## src/rtl/microstep_seq.sv

```systemverilog
module microstep_seq (
  input  logic       clk,
  input  logic       rst_n,
  input  logic       tick,
  input  logic       step_clk,
  input  logic       enable,
  input  logic       dir,
  input  logic       park,
  input  logic       coarse,
  input  logic       mon_quarter,
  output logic [5:0] mag_a,
  output logic       neg_a,
  output logic [5:0] mag_b,
  output logic       neg_b,
  output logic       mon_n,
  output logic       step_down
);
  localparam int POS_W    = 8;
  localparam int QTR_W    = 6;
  localparam int MAG_W    = 6;
  localparam int FULL_Q   = 400;
  localparam int CODE_MAX = (1 << MAG_W) - 1;
  localparam logic [POS_W-1:0] QTR_OFS   = POS_W'(1 << QTR_W);
  localparam logic [POS_W-1:0] FINE_STR  = POS_W'(1);
  localparam logic [POS_W-1:0] COARSE_STR = POS_W'(1 << (QTR_W - 1));
  localparam logic [MAG_W-1:0] HALF_SQ   = MAG_W'(45);

  function automatic logic [8:0] qpct(input logic [QTR_W-1:0] i);
    logic [8:0] q;
    case (i)
      6'd0: q = 9'd10;   6'd1: q = 9'd20;   6'd2: q = 9'd30;   6'd3: q = 9'd40;
      6'd4: q = 9'd50;   6'd5: q = 9'd60;   6'd6: q = 9'd70;   6'd7: q = 9'd80;
      6'd8: q = 9'd89;   6'd9: q = 9'd98;   6'd10: q = 9'd107; 6'd11: q = 9'd116;
      6'd12: q = 9'd125; 6'd13: q = 9'd134; 6'd14: q = 9'd143; 6'd15: q = 9'd152;
      6'd16: q = 9'd161; 6'd17: q = 9'd170; 6'd18: q = 9'd179; 6'd19: q = 9'd188;
      6'd20: q = 9'd197; 6'd21: q = 9'd206; 6'd22: q = 9'd215; 6'd23: q = 9'd224;
      6'd24: q = 9'd231; 6'd25: q = 9'd238; 6'd26: q = 9'd245; 6'd27: q = 9'd252;
      6'd28: q = 9'd260; 6'd29: q = 9'd268; 6'd30: q = 9'd276; 6'd31: q = 9'd284;
      6'd32: q = 9'd290; 6'd33: q = 9'd296; 6'd34: q = 9'd302; 6'd35: q = 9'd308;
      6'd36: q = 9'd314; 6'd37: q = 9'd320; 6'd38: q = 9'd326; 6'd39: q = 9'd332;
      6'd40: q = 9'd337; 6'd41: q = 9'd342; 6'd42: q = 9'd347; 6'd43: q = 9'd352;
      6'd44: q = 9'd356; 6'd45: q = 9'd360; 6'd46: q = 9'd364; 6'd47: q = 9'd368;
      6'd48: q = 9'd372; 6'd49: q = 9'd376; 6'd50: q = 9'd380; 6'd51: q = 9'd384;
      6'd52: q = 9'd386; 6'd53: q = 9'd388; 6'd54: q = 9'd390; 6'd55: q = 9'd392;
      6'd56: q = 9'd394; 6'd57: q = 9'd396; 6'd58: q = 9'd398;
      default: q = 9'd400;
    endcase
    return q;
  endfunction

  function automatic logic [MAG_W-1:0] to_code(input logic [8:0] q);
    int v;
    v = (int'(q) * CODE_MAX + FULL_Q / 2) / FULL_Q;
    return MAG_W'(v);
  endfunction

  function automatic logic [MAG_W-1:0] mag_at(input logic [POS_W-1:0] p, input logic crs);
    logic [MAG_W-1:0] m;
    if (crs) begin
      case (p[QTR_W:QTR_W-1])
        2'd0:    m = '0;
        2'd2:    m = MAG_W'(CODE_MAX);
        default: m = HALF_SQ;
      endcase
    end else begin
      m = to_code(qpct(p[QTR_W] ? ~p[QTR_W-1:0] : p[QTR_W-1:0]));
    end
    return m;
  endfunction

  logic [POS_W-1:0] pos;
  logic             sc_q, mon_r, dn_r;

  logic             rise;
  logic [POS_W-1:0] stride, nxt, shown, shown_b;
  logic [MAG_W-1:0] cur_a, cur_b, nxt_a, nxt_b;

  assign rise    = tick & step_clk & ~sc_q;
  assign stride  = coarse ? COARSE_STR : FINE_STR;
  assign nxt     = dir ? pos - stride : pos + stride;
  assign cur_a   = mag_at(pos, coarse);
  assign cur_b   = mag_at(pos + QTR_OFS, coarse);
  assign nxt_a   = mag_at(nxt, coarse);
  assign nxt_b   = mag_at(nxt + QTR_OFS, coarse);

  always_ff @(posedge clk or negedge rst_n) begin
    if (!rst_n) begin
      pos   <= '0;
      sc_q  <= 1'b0;
      mon_r <= 1'b0;
      dn_r  <= 1'b0;
    end else if (park) begin
      pos   <= '0;
      mon_r <= 1'b0;
      dn_r  <= 1'b0;
      if (tick) sc_q <= step_clk;
    end else if (tick) begin
      sc_q  <= step_clk;
      mon_r <= rise && (mon_quarter ? (nxt[QTR_W-1:0] == '0) : (nxt == '0));
      dn_r  <= rise && enable && ((nxt_a < cur_a) || (nxt_b < cur_b));
      if (rise) pos <= nxt;
    end
  end

  assign shown     = park ? '0 : pos;
  assign shown_b   = shown + QTR_OFS;
  assign mag_a     = enable ? mag_at(shown, coarse) : '0;
  assign mag_b     = enable ? mag_at(shown_b, coarse) : '0;
  assign neg_a     = enable & shown[POS_W-1];
  assign neg_b     = enable & shown_b[POS_W-1];
  assign mon_n     = ~(park | mon_r);
  assign step_down = dn_r;

  a_r2_idle_holds: assert property (@(posedge clk) disable iff (!rst_n)
    (!tick && !park) |=> $stable(pos));

  a_r3_edge_moves: assert property (@(posedge clk) disable iff (!rst_n)
    (tick && step_clk && !sc_q && !park) |=> (pos != $past(pos)));

  a_r7_park_initial: assert property (@(posedge clk) disable iff (!rst_n)
    park |=> (pos == '0));

  a_r9_strobe_one_tick: assert property (@(posedge clk) disable iff (!rst_n)
    (tick && step_down && !(step_clk && !sc_q)) |=> !step_down);

  a_r10_one_phase_strong: assert property (@(posedge clk) disable iff (!rst_n)
    enable |-> ((mag_a >= HALF_SQ) || (mag_b >= HALF_SQ)));
endmodule

```

## config.mk

```make
export PLATFORM = sky130hd
export DESIGN_NAME = microstep_seq
export DESIGN_NICKNAME = d
export VERILOG_FILES = /design/src/rtl/microstep_seq.sv
export SDC_FILE = /design/constraint.sdc
export NUM_CORES = 1
export LEC_CHECK = 0
export ABC_AREA = 1
export CORE_MARGIN = 5
export CORE_UTILIZATION = 45
export DETAILED_ROUTE_END_ITERATION = 16
export GPL_TIMING_DRIVEN = 0
export SETUP_SLACK_MARGIN = 0.1
export SLEW_MARGIN = 20
export SYNTH_ARGS = -nofsm -noshare
export SYNTH_HDL_FRONTEND = slang
export SYNTH_SLANG_ARGS = --single-unit
```

## constraint.sdc

```tcl
create_clock -name clk -period 16.53 [get_ports clk]
set_input_delay 3.306 -clock clk [delete_from_list [all_inputs] [get_ports clk]]
set_output_delay 3.306 -clock clk [all_outputs]
set_load 0.02 [all_outputs]
```

# Word-level counts from Yosys, hierarchy flattened

Memories as Yosys holds them, arrays and structs flattened.
Index checks and enable logic that the tools add are counted.

Flip-flop bits (word level): 11
Bits in read-only memories: 3,456
Input bits: 9
Word-level logic and storage cells: 106
Memories kept: 6

$add $sub $neg: 11
Multiply operators: 6
Div/mod/pow operators: 6
$lt $le $gt $ge: 2
Eq/ne operators: 6
Multiplexer cells: 37
Bitwise logic cells: 13
Reductions and logical operators: 15

Memory list:

| name             | words | bits a word | rd ports | clocked after memory_dff | wr ports | line | text |
|---|---|---|---|---|---|---|---|
| (name not given) | 64    | 9           | 1        | 0                        | 0        | 30   | `case (i)` |
| (name not given) | 64    | 9           | 1        | 0                        | 0        | 30   |  |
| (name not given) | 64    | 9           | 1        | 0                        | 0        | 30   |  |
| (name not given) | 64    | 9           | 1        | 0                        | 0        | 30   |  |
| (name not given) | 64    | 9           | 1        | 0                        | 0        | 30   |  |
| (name not given) | 64    | 9           | 1        | 0                        | 0        | 30   |  |

Operators with widths:

| kind                                                                | number |
|---|---|
| 32-bit by 10-bit divider with 32-bit output, second input constant  | 6 |
| 15-bit by 8-bit adder with 16-bit output, second input constant     | 6 |
| 9-bit by 6-bit multiplier with 15-bit output, second input constant | 6 |
| 6-bit 2-to-1 mux                                                    | 15 |
| 6-bit one-hot mux with 2 select lines                               | 6 |
| 9-bit 2-to-1 mux                                                    | 6 |
| 8-bit 2-to-1 mux                                                    | 5 |
| 6-bit NOT                                                           | 6 |
| 7-bit adder, second input constant                                  | 2 |
| 2-bit == test, second input constant                                | 6 |
| 2-bit zero test                                                     | 6 |
| 6-bit < comparator                                                  | 2 |
| 8-bit by 6-bit adder with 8-bit output                              | 1 |
| 8-bit by 7-bit adder with 8-bit output, second input constant       | 1 |
| 8-bit zero test                                                     | 1 |
| 8-bit by 6-bit subtractor with 8-bit output                         | 1 |
| 6-bit zero test                                                     | 1 |
| 1-bit 2-to-1 mux                                                    | 5 |
| 1-bit bitwise AND                                                   | 4 |
| 2-bit nonzero test                                                  | 2 |
| 1-bit logical AND                                                   | 3 |
| 1-bit NOT                                                           | 2 |
| 2-bit AND reduction                                                 | 1 |
| 1-bit logical OR                                                    | 1 |
| 1-bit OR                                                            | 1 |

# Depth between registers and ports, before layout

Gate-level depths: netlist of run 1.
An unclocked memory read counts as a cell.

Depth in word-level cells: 17
Mapped depth: 97
Depth with buffers taken out: 92

# Worst setup path before layout of run 1

No wires, ideal clock.

Kind: input -> output
From: in park
To: out mag_b[0]
Arrival time: 12.285 ns
Setup slack: 0.939 ns
Cell stages on the path: 59
Cells stage by stage: nor2_1 > inv_1 > clkbuf_1 > buf_1 > nor2_1 > o21ai_0 > nand3_1 > nand2_1 > o21ai_0 > inv_1 > fa_1 > inv_1 > fa_1 > fa_1 > inv_1 > ha_1 > inv_1 > fa_1 > [23 not listed] > nand3_4 > a21oi_4 > nand3_4 > nand2_1 > nand2_2 > nor2_4 > nand2_4 > nand3_1 > nand4_2 > nand2_1 > inv_1 > a21boi_1 > nand2_1 > clkinv_1 > nand3_1 > nand3_1 > nand2_1 > inv_1

Cells in the longest elaborated chain, start to end: 11
Elaborated cells between the ends (all ways): 14
Classes of those cells: 2 x add/sub; 1 x mul; 1 x div; 1 x eq/ne; 6 x mux; 1 x bitwise; 1 x reduce/logical; 1 x memory

Ends and longest elaborated chain:

| element                                      | line | text |
|---|---|---|
| start, declared                              | 8    | `input logic park,` |
| 8-bit 2-to-1 mux *                           | 105  | `assign shown = park ? '0 : pos;` |
| 8-bit by 7-bit adder with 8-bit output *     | 106  | `assign shown_b = shown + QTR_OFS;` |
| 6-bit NOT                                    | 66   | `m = to_code(qpct(p[QTR_W] ? ~p[QTR_W-1:0] : p[QTR_W-1:0]));` |
| 6-bit 2-to-1 mux                             | 66   |  |
| memory read 64 x 9 bit                       | -    |  |
| 9-bit 2-to-1 mux                             | 59   | `if (crs) begin` |
| 9-bit by 6-bit multiplier with 15-bit output | 53   | `v = (int'(q) * CODE_MAX + FULL_Q / 2) / FULL_Q;` |
| 15-bit by 8-bit adder with 16-bit output     | 53   |  |
| 32-bit by 10-bit divider with 32-bit output  | 53   |  |
| 6-bit 2-to-1 mux *                           | 59   |  |
| 6-bit 2-to-1 mux *                           | 108  | `assign mag_b = enable ? mag_at(shown_b, coarse) : '0;` |
| end, declared                                | 13   | `output logic [5:0] mag_b,` |

Every way passes the cells marked *; elsewhere a longest branch is shown, timed or not. The select of a mux whose other input is x is not followed.

# Final worst setup path of run 1

From: in park
To: out mag_a[0]

Cells in the longest elaborated chain, start to end: 10
Elaborated cells between the ends (all ways): 13
Classes of those cells: 1 x add/sub; 1 x mul; 1 x div; 1 x eq/ne; 6 x mux; 1 x bitwise; 1 x reduce/logical; 1 x memory

Ends and longest elaborated chain:

| element                                      | line | text |
|---|---|---|
| 8-bit 2-to-1 mux *                           | 105  |  |
| 6-bit NOT                                    | 66   |  |
| 6-bit 2-to-1 mux                             | 66   |  |
| memory read 64 x 9 bit                       | -    |  |
| 9-bit 2-to-1 mux                             | 59   |  |
| 9-bit by 6-bit multiplier with 15-bit output | 53   |  |
| 15-bit by 8-bit adder with 16-bit output     | 53   |  |
| 32-bit by 10-bit divider with 32-bit output  | 53   |  |
| 6-bit 2-to-1 mux *                           | 59   |  |
| 6-bit 2-to-1 mux *                           | 107  | `assign mag_a = enable ? mag_at(shown, coarse) : '0;` |
| end, declared                                | 11   | `output logic [5:0] mag_a,` |

Marks and branches as above.

==> flow_summary.yaml, run 1 <==
run_status:
  status: "finished, final reports clean"
worst_setup_path:
  cp_slowest_cell: "fa_1"
  worstPathMaxFanout: 8
  worstPathRequired_ns: 13.22
  critical_path_class: "primary input to output port"
  cpPeakStageDelay_ns: 0.57
  path_common_cell: "nand2_2"
  r2r-start: "pos[6]"
  critPathCaptureType: "output port"
  crit_arrival_ns: 12.66
  ff2ff_setup_slack_ns: 4.26
  r2r.worst_path.cells: 69
  r2r_end: "step_down"
  cp-start-kind: "primary input"
detailed_routing:
  antenna_left: 0
  drc: 0
  viasPerCell: 5.17
  wl_per_cell_um: 12.9
  drt-total-wl_mm: 56.6
  drt-pass1-iter-count: 6
  drt_iter0_drc: 1566
  vias: 22700
logic_synthesis:
  ys_warn_count: 0
  async_flop_share_pct: 100
  yosys-top-cells-area: "ha_1 (17%), nand2_1 (16%), fa_1 (12%)"
  synth_top_area_share_pct: 16.8
  yosys.area.top_type: "ha_1"
  synth_area_sq_um: 22200
  syn-num-nets: 4019
  synth_edf_count: 0
  synth_seq_area_share_pct: 1.24
  synth.distinct_cells: 71
  syn_avg_cell_area_sq_um: 6.20
  syn-instance-count: 3579
  synth_seq_cells: 11
  synthFlopType: "dfrtp_1"
global_route:
  grt_pass1_vias: 20900
  grt-ovfl-total: 0
  grt_max_degree: 12
  grt_use_total_pct: 20.5
  grt_antenna_before_repair: 0
  grt_pass1_wl_mm: 97.5
die:
  ios: 25
  die_area_sq_um: 53800
  initial_core_util_pct: 45.4
  core_sq_um: 48800
  die_w_um: 232
  die_h_um: 232
  row_count: 81
clocking:
  cts_tree: "yes"
  cts_buffer_depth: 2
  clkLatencyLatePin_ns: 0.24
  cts.clk_slew.worst_paths_ns: 0.04
  clock-sinks: 11
  cts_root_buf: "clkbuf_16"
  cts_made_buffers: 3
  htreeDepth: 1
placed_design:
  placed_area_sq_um: 23200
  gp_congestion: 0.936
  dp_cells: 4266
  port_buffers: 23
  dp_hpwl_mm: 46.4
timing:
  fmax_mhz: 62.6
  finalCritPeriodShare_pct: 96.6
  slew_headroom_pct: 34.9
  min_period_ns: 15.97
  setup_viol: 0
  skew_ns: 0.00167
  finalHoldViolations: 0
  final_max_slew_viol_count: 0
  tightest_slew_ns: 0.970
  fin_hold_ws_ns: 0.545
job:
  drv_cap: 0
cells_and_area:
  final_cell_count_no_fill: 4380
  final_area_sq_um: 25300
  n_antenna_cell: 0
  finalNetCount: 4157
  mostFrequentLayoutCells: "nand2_1 (884), inv_1 (608), ha_1 (284)"
  layout-drive-gt1-share_pct: 17.4
  syn2layout_area_growth_pct: 14.1
  final_common_cell: "nand2_1"
hold_path:
  whs_endpoint: "sc_q"
  hold_depth: 2
  hp-class: "flop to flop"
  min-delay-start: "sc_q"
[cell type report]
cell class / count / area, sq um
plain buffers: 56 / 367
clock buffers: 4 / 78.8
fillers: 5019 / 23500
inverters: 662 / 2500
multi-input cells: 2849 / 20200
flip-flops and latches: 11 / 275
well taps: 664 / 831
repair buffers: 134 / 1080
[how the worst max path moves through the flow]
stage / startpoint / to / slack (ns) / depth (start not counted)
after CTS: park / mag_b[0] / 0.1 / 64
after global placement: park / mag_b[0] / -1.96 / 62
after detailed placement: park / mag_b[0] / -1.89 / 64
after global routing: park / mag_a[0] / -0.06 / 65
after floorplan: park / mag_b[0] / 0.94 / 59
final: park / mag_a[0] / 0.56 / 62
[critical path, delay by kind of cell]
family          cells  cell delay, ns
buf+inv            12            1.34
xor+xnor            1            0.26
compound gates      8            1.54
fa+ha+maj           7            2.93
simple gates       34            3.25
[synth_stat cells (7+ instances only)]
cell	n
a21oi_1	112
nor2_1	256
fa_1	133
dfrtp_1	11
o211ai_1	18
a211oi_1	10
nand4_2	11
a21oi_4	9
xor2_1	77
inv_2	33
nand2_4	18
nor2_4	24
o21ai_1	19
clkbuf_1	42
nand3_1	255
o21ai_0	125
nor3_1	21
o21bai_1	12
nand3_2	33
nand4_1	144
inv_1	624
ha_1	298
xnor2_1	34
nand2_2	96
or2_2	15
nand3_4	15
and2_1	7
o22ai_1	20
nand2_1	943
nor2_2	36
o31ai_1	8
a21o_1	7
a31oi_1	7
[sequential cells by signal, indices dropped and copies added, names as in the netlist]
name	flops
pos	8
mon_r	1
sc_q	1
step_down	1
[cell families after synthesis]
family / synth area share [%]
flip-flops: 1.24
adder cells (fa/ha/maj): 28.8
XOR/XNOR: 4.67
buffers and inverters: 12.4
AND/OR/NAND/NOR: 41.2
AO/OA/AOI/OAI: 11.6
[per-layer routing]
layer  track usage, %  vias to the layer above  wire length, um
met2             35.3                      463            26500
met4             2.34                        0              562
met5                0                        -                0
met1             29.3                    10300            27400
li1                 -                    11800                -
met3             1.10                       54             2210
[through the flow]
| step | setup TNS [ns] | setup slack [ns] | util, % |
|---|---|---|---|
| final | 0 | 0.561 | 51.8 |
| after global routing | -0.113 | -0.0626 | 51.8 |
| after CTS | 0 | 0.0959 | 48.7 |
| after detailed placement | -11.17 | -1.89 | 47.6 |
| after global placement | -11.65 | -1.96 | 47.6 |
| after floorplan | 0 | 0.939 | - |
[what timing repair did]
action,4_1_cts,5_1_grt
setup buffers,27,83
gates resized for setup,91,262
setup endpoints to repair,10,7
pin swaps,26,128
endpoints found under the hold margin,0,0
hold buffers,0,0
cloned,0,1
Power of run 1 is left out: the tool's default activity adds up to more than one toggle a clock period on the data nets, which glitch-free logic cannot reach.
==> run 2: changes to the inputs <==
--- a/config.mk
+++ b/config.mk
@@ -10,6 +10,7 @@
 export CORE_UTILIZATION = 45
 export DETAILED_ROUTE_END_ITERATION = 16
 export GPL_TIMING_DRIVEN = 0
+export MAX_ROUTING_LAYER = met4
 export SETUP_SLACK_MARGIN = 0.1
 export SLEW_MARGIN = 20
 export SYNTH_ARGS = -nofsm -noshare
==> flow_summary.yaml, run 2 (synthesis results as in run 1) <==
die:
  die_h_um: 232
  ios: 25
  die_w_um: 232
  row_count: 81
  initial_core_util_pct: 45.4
  core_sq_um: 48800
  die_area_sq_um: 53800
timing:
  grt_setup_unrepaired: "true"
  slew_headroom_pct: 32.5
  skew_ns: 0.000436
  fin_ws_ns: 0.528
  finalCritPeriodShare_pct: 96.8
  final_max_slew_viol_count: 0
  min_period_ns: 16.00
  finalHoldViolations: 0
  tns_ns: 0
  fmax_mhz: 62.5
  setup_viol: 0
  tightest_slew_ns: 1.00
hold_path:
  whs_endpoint: "step_down"
  hold_depth: 2
  hp-class: "flop to flop"
  min-delay-start: "step_down"
worst_setup_path:
  r2r_end: "step_down"
  ff2ff_setup_slack_ns: 4.22
  path_common_cell: "nor2_4"
  cp-start-kind: "primary input"
  worstPathRequired_ns: 13.22
  critPathCaptureType: "output port"
  r2r-start: "pos[6]"
  cp_slowest_cell: "fa_2"
  crit_arrival_ns: 12.70
  cpPeakStageDelay_ns: 0.57
  r2r.worst_path.cells: 69
  worstPathMaxFanout: 7
  critical_path_class: "primary input to output port"
detailed_routing:
  drt-pass1-iter-count: 6
  drt_iter0_drc: 1598
  antenna_left: 0
  viasPerCell: 5.19
  drt-total-wl_mm: 57.8
  drc: 0
  wl_per_cell_um: 13.2
  vias: 22700
clocking:
  clkLatencyLatePin_ns: 0.24
  cts_made_buffers: 3
  cts_root_buf: "clkbuf_16"
  cts_buffer_depth: 2
  cts.clk_slew.worst_paths_ns: 0.04
  cts_tree: "yes"
  clock-sinks: 11
  htreeDepth: 1
  ctsHoldBuffers: 0
global_route:
  grt_antenna_before_repair: 1
  grt_use_total_pct: 21.2
  grt-ovfl-total: 0
  grt_pass1_vias: 20900
  use_met2_pct: 35.4
  grt_pass1_wl_mm: 97.7
  use_met1_pct: 29.7
  top_usage_layer: "met2"
  met3_usage_pct: 0.697
  grt_max_degree: 12
cells_and_area:
  largest-register: "pos"
  finalNetCount: 4162
  final_cell_count_no_fill: 4386
  layout-drive-gt1-share_pct: 17.7
  largest_reg_flops: 8
  final_common_cell: "nand2_1"
  mostFrequentLayoutCells: "nand2_1 (883), inv_1 (607), ha_1 (283)"
  syn2layout_area_growth_pct: 14.6
placed_design:
  dp_cells: 4266
  dp_hpwl_mm: 46.8
  post-place-ws_ns: -1.96
  port_buffers: 23
  gp_congestion: 0.955
run_status:
  status: "finished, final reports clean"
job:
  drv_cap: 0
run 2: cell types whose count changed in the layout (fill, tap and decap cells not counted), sizes merged:
cell      before  now
buf          131  141
clkbuf        43   38
clkinv         5    4
clkinvlp       1    2
diode          0    1
run 2: layout make-up:
class                   instances  area [sq um]
fillers                      5050         23400
multi-input cells            2849         20300
inverters                     662          2500
repair buffers                139          1110
well taps                     664           831
plain buffers                  56           353
flip-flops and latches         11           275
clock buffers                   4          78.8
diodes                          1          2.50
run 2: worst max path at each step:
stage	start	endpoint	slack (ns)
2_1_floorplan	park	mag_b[0]	0.94
3_3_place_gp	park	mag_b[0]	-2.00
3_5_place_dp	park	mag_b[0]	-1.96
4_1_cts	park	mag_b[0]	0.05
5_1_grt	park	mag_b[0]	-0.05
6_report	park	mag_b[0]	0.53
run 2: metrics by stage:
stage	hold WS [ns]	instance area (sq um)	util, %
after detailed placement	0.548	23200	47.6
after floorplan	0.482	22200	-
after global routing	0.597	25400	52.0
after global placement	0.541	23200	47.6
final	0.571	25400	52.0
after CTS	0.568	23800	48.6
run 2: critical path, delay by kind of cell:
kind / cells / cell delay (ns)
compound gates: 5 / 0.97
xor+xnor: 1 / 0.19
fa+ha+maj: 6 / 2.39
buf+inv: 12 / 1.14
simple gates: 43 / 4.66
run 2: what timing repair did:
item / CTS / global route
setup buffers: 23 / 92
resized for setup: 87 / 276
setup endpoints to repair: 11 / 8
pin swaps: 22 / 138
gates cloned: 0 / 1
run 2: layer usage:
metal	routed length (um)	share of wire, %
met1	28300	49
met2	26900	47
met3	1900	3.3
met4	731	1.3
met5	0	0
Power of run 2 is left out for the same reason.
